## src/rtl/tone_pkg.sv

```systemverilog
package tone_pkg;
   // Number of tone outputs in the full bank
   localparam int MAX_TONES = 13;
   // Outputs driven in the reduced bank
   localparam int SHORT_TONES = 12;
   // Largest divisor in the set, sizes the counters
   localparam int MAX_DIV = 478;
   localparam int CNT_W = $clog2(MAX_DIV + 1);

   // Divisor for output idx; output 0 is the lowest note
   function automatic int tone_divisor(input int idx);
      case (idx)
         0:  return 478;
         1:  return 451;
         2:  return 426;
         3:  return 402;
         4:  return 379;
         5:  return 358;
         6:  return 338;
         7:  return 319;
         8:  return 301;
         9:  return 284;
         10: return 268;
         11: return 253;
         default: return 239;
      endcase
   endfunction

   // High clocks in half-duty shape: floor(n/2)
   function automatic int high_half(input int n);
      return n / 2;
   endfunction

   // High clocks in 30 percent shape: round(0.3 n)
   function automatic int high_thirty(input int n);
      return (3 * n + 5) / 10;
   endfunction
endpackage

```

## src/rtl/tone_counter.sv

```systemverilog
module tone_counter #(
   parameter int DIV = 239,
   parameter int W   = 9
) (
   input  logic         clk,
   input  logic         rst,
   output logic [W-1:0] count
);
   localparam logic [W-1:0] LAST = W'(DIV - 1);

   initial begin
      assert (DIV >= 2 && DIV < (1 << W))
         else $error("tone_counter: divisor %0d does not fit %0d bits", DIV, W);
   end

   always_ff @(posedge clk) begin
      if (rst)
         count <= '0;
      else if (count == LAST)
         count <= '0;
      else
         count <= count + 1'b1;
   end
endmodule

```

## src/rtl/tone_shaper.sv

```systemverilog
module tone_shaper #(
   parameter int HI_HALF   = 119,
   parameter int HI_THIRTY = 72,
   parameter int W         = 9
) (
   input  logic         clk,
   input  logic         rst,
   input  logic         duty30,
   input  logic [W-1:0] count,
   output logic         wave
);
   localparam logic [W-1:0] LIM_HALF   = W'(HI_HALF);
   localparam logic [W-1:0] LIM_THIRTY = W'(HI_THIRTY);

   logic [W-1:0] limit;

   initial begin
      assert (HI_HALF >= 1 && HI_THIRTY >= 1)
         else $error("tone_shaper: high count must be at least one");
   end

   assign limit = duty30 ? LIM_THIRTY : LIM_HALF;

   always_ff @(posedge clk) begin
      if (rst)
         wave <= 1'b0;
      else
         wave <= (count < limit);
   end
endmodule

```

## src/rtl/tone_bank.sv

```systemverilog
module tone_bank
   import tone_pkg::*;
#(
   parameter int FULL_SET = 1
) (
   input  logic                 clk,
   input  logic                 rst,
   input  logic                 duty30,
   output logic [MAX_TONES-1:0] tone_out
);
   localparam int ACTIVE = (FULL_SET != 0) ? MAX_TONES : SHORT_TONES;

   initial begin
      assert (FULL_SET == 0 || FULL_SET == 1)
         else $error("tone_bank: FULL_SET must be 0 or 1, got %0d", FULL_SET);
   end

   for (genvar i = 0; i < MAX_TONES; i++) begin : g_voice
      if (i < ACTIVE) begin : g_live
         localparam int N = tone_divisor(i);
         logic [CNT_W-1:0] count;

         tone_counter #(
            .DIV (N),
            .W   (CNT_W)
         ) u_cnt (
            .clk   (clk),
            .rst   (rst),
            .count (count)
         );

         tone_shaper #(
            .HI_HALF   (high_half(N)),
            .HI_THIRTY (high_thirty(N)),
            .W         (CNT_W)
         ) u_shape (
            .clk    (clk),
            .rst    (rst),
            .duty30 (duty30),
            .count  (count),
            .wave   (tone_out[i])
         );
      end else begin : g_idle
         assign tone_out[i] = 1'b0;
      end
   end
endmodule

```

## config.mk

```make
export PLATFORM = sky130hd
export DESIGN_NAME = tone_bank
export DESIGN_NICKNAME = d
export VERILOG_FILES = /design/src/rtl/tone_pkg.sv /design/src/rtl/tone_counter.sv /design/src/rtl/tone_shaper.sv /design/src/rtl/tone_bank.sv
export SDC_FILE = /design/constraint.sdc
export NUM_CORES = 1
export LEC_CHECK = 0
export CORE_ASPECT_RATIO = 1.5
export CORE_MARGIN = 2
export CORE_UTILIZATION = 35
export DETAILED_ROUTE_END_ITERATION = 6
export GPL_TIMING_DRIVEN = 1
export PLACE_DENSITY_LB_ADDON = 0.08
export SYNTH_ARGS = -nofsm -noshare
export SYNTH_HDL_FRONTEND = slang
export SYNTH_SLANG_ARGS = --single-unit
```

## constraint.sdc

```tcl
create_clock -name clk -period 3.3 [get_ports clk]
set_clock_uncertainty 0.1 [all_clocks]
set_input_delay 0.66 -clock clk [delete_from_list [all_inputs] [get_ports clk]]
set_output_delay 0.66 -clock clk [all_outputs]
set_load 0.01 [all_outputs]
```

# Yosys cells after proc, flatten, opt, wreduce, memory -nomap -nowiden

Index checks and enable logic that the tools add are counted.

Add/sub/neg operators: 13
$lt $le $gt $ge: 13
Eq/ne operators: 13
Multiplexer cells: 13
Reductions and logical operators: 13

Operators by type and width:

| cell                                                                  | number |
|---|---|
| 9-bit by 1-bit adder with 9-bit output, second input constant         | 13 |
| 9-bit < comparator                                                    | 13 |
| 9-bit equality test, second input constant                            | 11 |
| 8-bit 2-to-1 mux                                                      | 8 |
| 2-bit OR reduction                                                    | 13 |
| 7-bit 2-to-1 mux                                                      | 3 |
| 9-bit by 8-bit equality test with 1-bit output, second input constant | 2 |
| 6-bit 2-to-1 mux                                                      | 2 |

Bits in registers: 130
Word-level logic and storage cells: 91

# Longest topological paths before layout

Word-level depth: 2
Depth in mapped cells: 7

# Hierarchy

From an unflattened synthesis, not the netlist that was laid out.

Cell total of the unflattened synthesis: 764
Area, all modules: 6,998.0 µm²

By module, submodules not included:

| module                                      | times used | cells an instance | area each (µm²) | seq. area each (µm²) |
|---|---|---|---|---|
| tone_counter at g_voice[7].g_live.u_cnt ... | 2          | 46                | 415.4           | 180.2 |
| tone_counter at g_voice[1].g_live.u_cnt ... | 2          | 43                | 399.1           | 180.2 |
| tone_counter at g_voice[0].g_live.u_cnt     | 1          | 52                | 467.9           | 180.2 |
| tone_counter at g_voice[8].g_live.u_cnt     | 1          | 54                | 446.7           | 180.2 |
| tone_counter at g_voice[5].g_live.u_cnt     | 1          | 47                | 419.2           | 180.2 |
| tone_counter at g_voice[2].g_live.u_cnt     | 1          | 44                | 405.4           | 180.2 |
| tone_counter at g_voice[12].g_live.u_cnt    | 1          | 44                | 401.6           | 180.2 |
| tone_counter at g_voice[4].g_live.u_cnt     | 1          | 44                | 399.1           | 180.2 |
| tone_counter at g_voice[11].g_live.u_cnt    | 1          | 46                | 396.6           | 180.2 |
| tone_counter at g_voice[3].g_live.u_cnt     | 1          | 42                | 395.4           | 180.2 |
| tone_counter at g_voice[10].g_live.u_cnt    | 1          | 42                | 386.6           | 180.2 |
| tone_shaper at g_voice[7].g_live.u_shape    | 1          | 20                | 191.4           | 20.0 |
| tone_shaper at g_voice[4].g_live.u_shape    | 1          | 16                | 147.6           | 20.0 |
| tone_shaper at g_voice[9].g_live.u_shape    | 1          | 16                | 145.1           | 20.0 |
| 10 more rows                                | -          | -                 | -               | - |

# Worst setup path before layout

No wires, ideal clock.

Path type: in2reg
Start point: input duty30
End point: register g_voice[1].g_live.u_shape.wave
Data arrival time: 2.291 ns
Path slack: 0.824 ns
Stages on the path: 7
Path through: buf_2 -> inv_1 -> ha_1 -> a21o_1 -> a2111oi_2 -> o21ai_1 -> a211oi_1

Cells in the longest elaborated chain, start to end: 2

Ends and longest elaborated chain:

| element                | RTL line          | RTL |
|---|---|---|
| start: declaration     | tone_bank.sv:8    | `input logic duty30,` |
| 7-bit 2-to-1 mux       | tone_shaper.sv:22 | `assign limit = duty30 ? LIM_THIRTY : LIM_HALF;` |
| 9-bit < comparator     | tone_shaper.sv:28 | `wave <= (count < limit);` |
| end signal: assignment | tone_shaper.sv:28 |  |
| end: declaration       | tone_shaper.sv:10 | `output logic wave` |

No other way between the ends.
A chain may end at the register's enable or synchronous reset.

# Worst setup path after layout

Start point: input duty30
End point: register g_voice[9].g_live.u_shape.wave

Cells in the longest elaborated chain, start to end: 2

Ends and longest elaborated chain:

| element                | RTL line |
|---|---|
| 8-bit 2-to-1 mux       | tone_shaper.sv:22 |
| 9-bit < comparator     | tone_shaper.sv:28 |
| end signal: assignment | tone_shaper.sv:28 |
| end: declaration       | tone_shaper.sv:10 |

No other way between the ends.

==> metrics.md <==
| Metric | Value |
|---|---|
| Run status | finished, final reports clean |
| Synthesized netlist net count | 809 |
| Top library cells by usage in the layout, fill and taps aside | sky130_fd_sc_hd__dfxtp_1 (130), sky130_fd_sc_hd__nor2_1 (111), sky130_fd_sc_hd__ha_1 (76), sky130_fd_sc_hd__xor2_1 (45), sky130_fd_sc_hd__nand3_1 (38) |
| Core Region | 18,600 sq um |
| Number of routed nets with antenna violations | 0 |
| Worst setup slack for register-to-register paths | 1550 ps |
| Peak supply drop | 0.324 mV |
| Global route total overflow | 0 |
| Slew at the pin with the worst max-slew slack | 638 ps |
| Multi-input logic area | 3800 sq um |
| Number of rows created at floorplan | 61 |
| Leakage Power | 3.12 nW |
| Detailed-route wire length per cell | 13.3 um |
| Critical Path Max Stage Delay | 440 ps |
| CTS Hold Buffers Added | 0 |
| Number of buffers on the longest clock path | 2 |
| Met1 track demand over resource | 0.159 |
| Req. time, crit path | 3560 ps |
| Average instance area after synthesis | 9.15 sq um |
| Clk sink count | 130 |
| Critical path data arrival time | 2390 ps |
| Pre-antenna DRT Iters | 4 |
| Global routing usage on met3 | 0.0354 |
| Dpl hpwl | 9390 um |
| Commonest non-fill, non-tap cell in the layout | sky130_fd_sc_hd__dfxtp_1 |
| Most used flip-flop cell after synthesis | sky130_fd_sc_hd__dfxtp_1 |
| Worst hold slack after final layout | 361 ps |
| Total of max-cap violations | 0 |
| Part of the cycle the worst path needs | 0.646 |
| Post-cts gate resize count | 0 |
| Num ports | 16 |
| Initial cell density of the core | 0.359 |
| # setup viols final | 0 |
| Storage cell area | 2600 sq um |
| Number of warnings printed during yosys synthesis | 0 |
| Part of the total power dissipated in sequential elements | 0.457 |
| Largest delay share family, worst path | compound AO/OA/AOI/OAI gates |
| Cell-by-cell listing of the critical path | buf_2 -> buf_4 -> ha_1 -> a31o_2 -> a2111oi_0 -> o21a_1 |
| Critical Path Sink Type | flip-flop |
| Post-layout instance area | 7560 sq um |
| Fillers | 1,883 |
| Critical register-to-register path endpoint | g_voice[1].g_live.u_shape.wave$_SDFF_PP0_ |
| Die outline width | 117 um |
| Distinct cell type count after synthesis | 60 |
| Sequential element share of the synthesized area | 0.390 |
| Die Y | 173 um |
| Setup Total Neg Slack | 0 ps |
| H-tree levels | 4 |
| CTS Root Cell | sky130_fd_sc_hd__clkbuf_16 |
| Number of diodes | 0 |
| Worst Setup EP | g_voice[9].g_live.u_shape.wave$_SDFF_PP0_ |
| Via count normalized by instance count | 5.07 |
| Reg2reg start | g_voice[1].g_live.u_cnt.count[1]$_SDFF_PP0_ |
| Drt initial violations | 183 |
| Switching Fraction | 0.230 |
| Routing usage on met2 | 0.253 |
| Port Buffers | 15 |
| Max Clk Rate | 469 MHz |
| Count of unresolved DRC violations after routing | 0 |
| Power density relative to cell area | 492 nW/um^2 |
| TritonCTS clock tree | done |
| Count of state elements after synthesis | 130 |
| Number of buffers created by CTS | 17 |
| Final design utilization | 0.406 |
| Number of hold-slack violations in the final timing report | 0 |
| Number of global-route vias before repair | 5,067 |
| Instance count after placement with tap cells included | 973 |
| Share of layout cells above drive strength 1 | 0.0559 |
| Total count of max-transition violations in the final report | 0 |
| Post-detailed-routing wire length | 13,300 um |
| Relative slew slack | 0.574 |
| Instance count of the mapped netlist | 730 |
| Maximum number of pins on one net before global-route repair | 41 |
| Area overhead of the layout relative to synthesis | 13.2% |
| Clock transition at path regs | 50 ps |
| Power dissipated by switching net loads | 0.857 mW |
| Total setup buffers inserted after CTS | 0 |
| Cell Count, Final, Fillers Out | 1,004 |
| GR Util All Layers | 0.142 |
| Fraction of registers with async set/reset | 0 |
| Post-placement cell area | 7000 sq um |
| Clock latency reported for the late side of the worst-skew pair | 420 ps |
| Int Power | 2.86 mW |
| Nature of the critical path startpoint | primary input |
| Overall die area | 20,200 sq um |
| Clock power share | 0.480 |
| Final layout net count | 819 |
| Comb pwr share | 0.063 |
| Weighted congestion at the end of routability-driven global placement | 0.772 |
| Shortest period the worst path allows | 2130 ps |
| Maximum fanout count along the critical path | 40 |
| WP depth | 6 |
| Depth of the worst register-to-register path | 5 |
| Worst-path cell with the longest stage delay | sky130_fd_sc_hd__buf_4 |
| Via total after detailed routing | 5,088 |
| Post-synth design cell area | 6680 sq um |
| Beginning of the critical path | duty30 |
| Buf/Inv on CP | 2 |
| Initial antenna violation count | 0 |
| Post-synth EDFFs | 0 |
| Global-route wire length before repair | 23,300 um |
| RSZ-0062 raised after global routing | false |
| Global route hottest layer | met2 |
| Hold/Removal Path Class | reg -> reg |
| Critical Setup Path Class | in -> reg |
## synth_stat cells, types with 3 or more instances
cell	number	share of area
sky130_fd_sc_hd__a2111oi_0	4	0.0052
sky130_fd_sc_hd__a211oi_1	3	0.0034
sky130_fd_sc_hd__a21o_1	8	0.0090
sky130_fd_sc_hd__a21oi_1	33	0.025
sky130_fd_sc_hd__a311oi_1	3	0.0039
sky130_fd_sc_hd__a31oi_1	6	0.0056
sky130_fd_sc_hd__a41o_1	7	0.010
sky130_fd_sc_hd__and3_1	18	0.017
sky130_fd_sc_hd__and4_1	5	0.0066
sky130_fd_sc_hd__buf_2	9	0.0067
sky130_fd_sc_hd__buf_4	13	0.015
sky130_fd_sc_hd__clkbuf_1	7	0.0039
sky130_fd_sc_hd__dfxtp_1	130	0.39
sky130_fd_sc_hd__ha_1	76	0.14
sky130_fd_sc_hd__inv_1	29	0.016
sky130_fd_sc_hd__nand2_1	30	0.017
sky130_fd_sc_hd__nand3_1	38	0.028
sky130_fd_sc_hd__nand4_1	20	0.019
sky130_fd_sc_hd__nand4b_1	5	0.0066
sky130_fd_sc_hd__nor2_1	111	0.062
sky130_fd_sc_hd__nor2b_1	5	0.0047
sky130_fd_sc_hd__nor3_1	9	0.0067
sky130_fd_sc_hd__nor3b_1	3	0.0034
sky130_fd_sc_hd__nor4b_1	3	0.0039
sky130_fd_sc_hd__nor4bb_1	4	0.0060
sky130_fd_sc_hd__o211ai_1	4	0.0045
sky130_fd_sc_hd__o21a_1	4	0.0045
sky130_fd_sc_hd__o21ai_0	24	0.018
sky130_fd_sc_hd__or3_1	11	0.010
sky130_fd_sc_hd__xnor2_1	24	0.031
sky130_fd_sc_hd__xor2_1	45	0.059
## cell families (layout without fill, tap and decap cells)
family | count (synthesis) | count (layout) | synth area share
DFF | 130 | 130 | 0.390
adders and majority gates | 76 | 76 | 0.142
muxes | 1 | 1 | 0.00150
buffers and inverters | 58 | 80 | 0.0416
AOI/OAI and AO/OA | 119 | 119 | 0.124
xor gates and xnor gates | 69 | 69 | 0.0905
and+or+nand+nor | 277 | 277 | 0.210
## layer usage
layer / share of wire / wire, um / vias up
met1: 0.44 / 5840 / 2422
met4: 0.011 / 144 / 0
met5: 0 / 0 / -
li1: - / - / 2608
met3: 0.022 / 288 / 12
met2: 0.53 / 7050 / 46
## area by class of cell
cell class,count,area share
flip-flops and latches,130,0.344
repair buffers,20,0.0235
clock inverters,5,0.00662
multi-input cells,542,0.502
inverters,29,0.0144
clock buffers,26,0.0674
well taps,252,0.0417
## power by group through the flow
stage / clock network [mW] / registers [mW] / logic (mW)
final: 1.78 / 1.70 / 0.235
after global placement: 0 / 1.73 / 0.233
after CTS: 1.85 / 1.70 / 0.242
after floorplan: 0 / 1.71 / 0.187
after detailed placement: 0 / 1.73 / 0.240
after global routing: 1.91 / 1.71 / 0.279
## per-stage QoR
step	setup WS [ps]	total power [mW]
after detailed placement	721	1.97
after global placement	716	1.96
after global routing	981	3.90
after floorplan	824	1.89
after CTS	1160	3.79
final	1170	3.72
## sequential cells by signal, indices dropped and copies added (netlist names)
signal / count
g_voice.g_live.u_shape.wave: 13
g_voice.g_live.u_cnt.count: 117
## worst min path at each step
stage,start,end,slack (ps),cells past startpoint
6_report,g_voice[9].g_live.u_cnt.count[0]$_SDFF_PP0_,g_voice[9].g_live.u_cnt.count[0]$_SDFF_PP0_,360,1
5_1_grt,g_voice[2].g_live.u_cnt.count[0]$_SDFF_PP0_,g_voice[2].g_live.u_cnt.count[0]$_SDFF_PP0_,400,1
4_1_cts,g_voice[9].g_live.u_cnt.count[0]$_SDFF_PP0_,g_voice[9].g_live.u_cnt.count[0]$_SDFF_PP0_,360,1
3_5_place_dp,g_voice[9].g_live.u_cnt.count[0]$_SDFF_PP0_,g_voice[9].g_live.u_cnt.count[0]$_SDFF_PP0_,350,1
3_3_place_gp,g_voice[9].g_live.u_cnt.count[0]$_SDFF_PP0_,g_voice[9].g_live.u_cnt.count[0]$_SDFF_PP0_,350,1
2_1_floorplan,g_voice[9].g_live.u_cnt.count[0]$_SDFF_PP0_,g_voice[9].g_live.u_cnt.count[0]$_SDFF_PP0_,330,1
No activity file was read; power rests on OpenSTA's default activity.
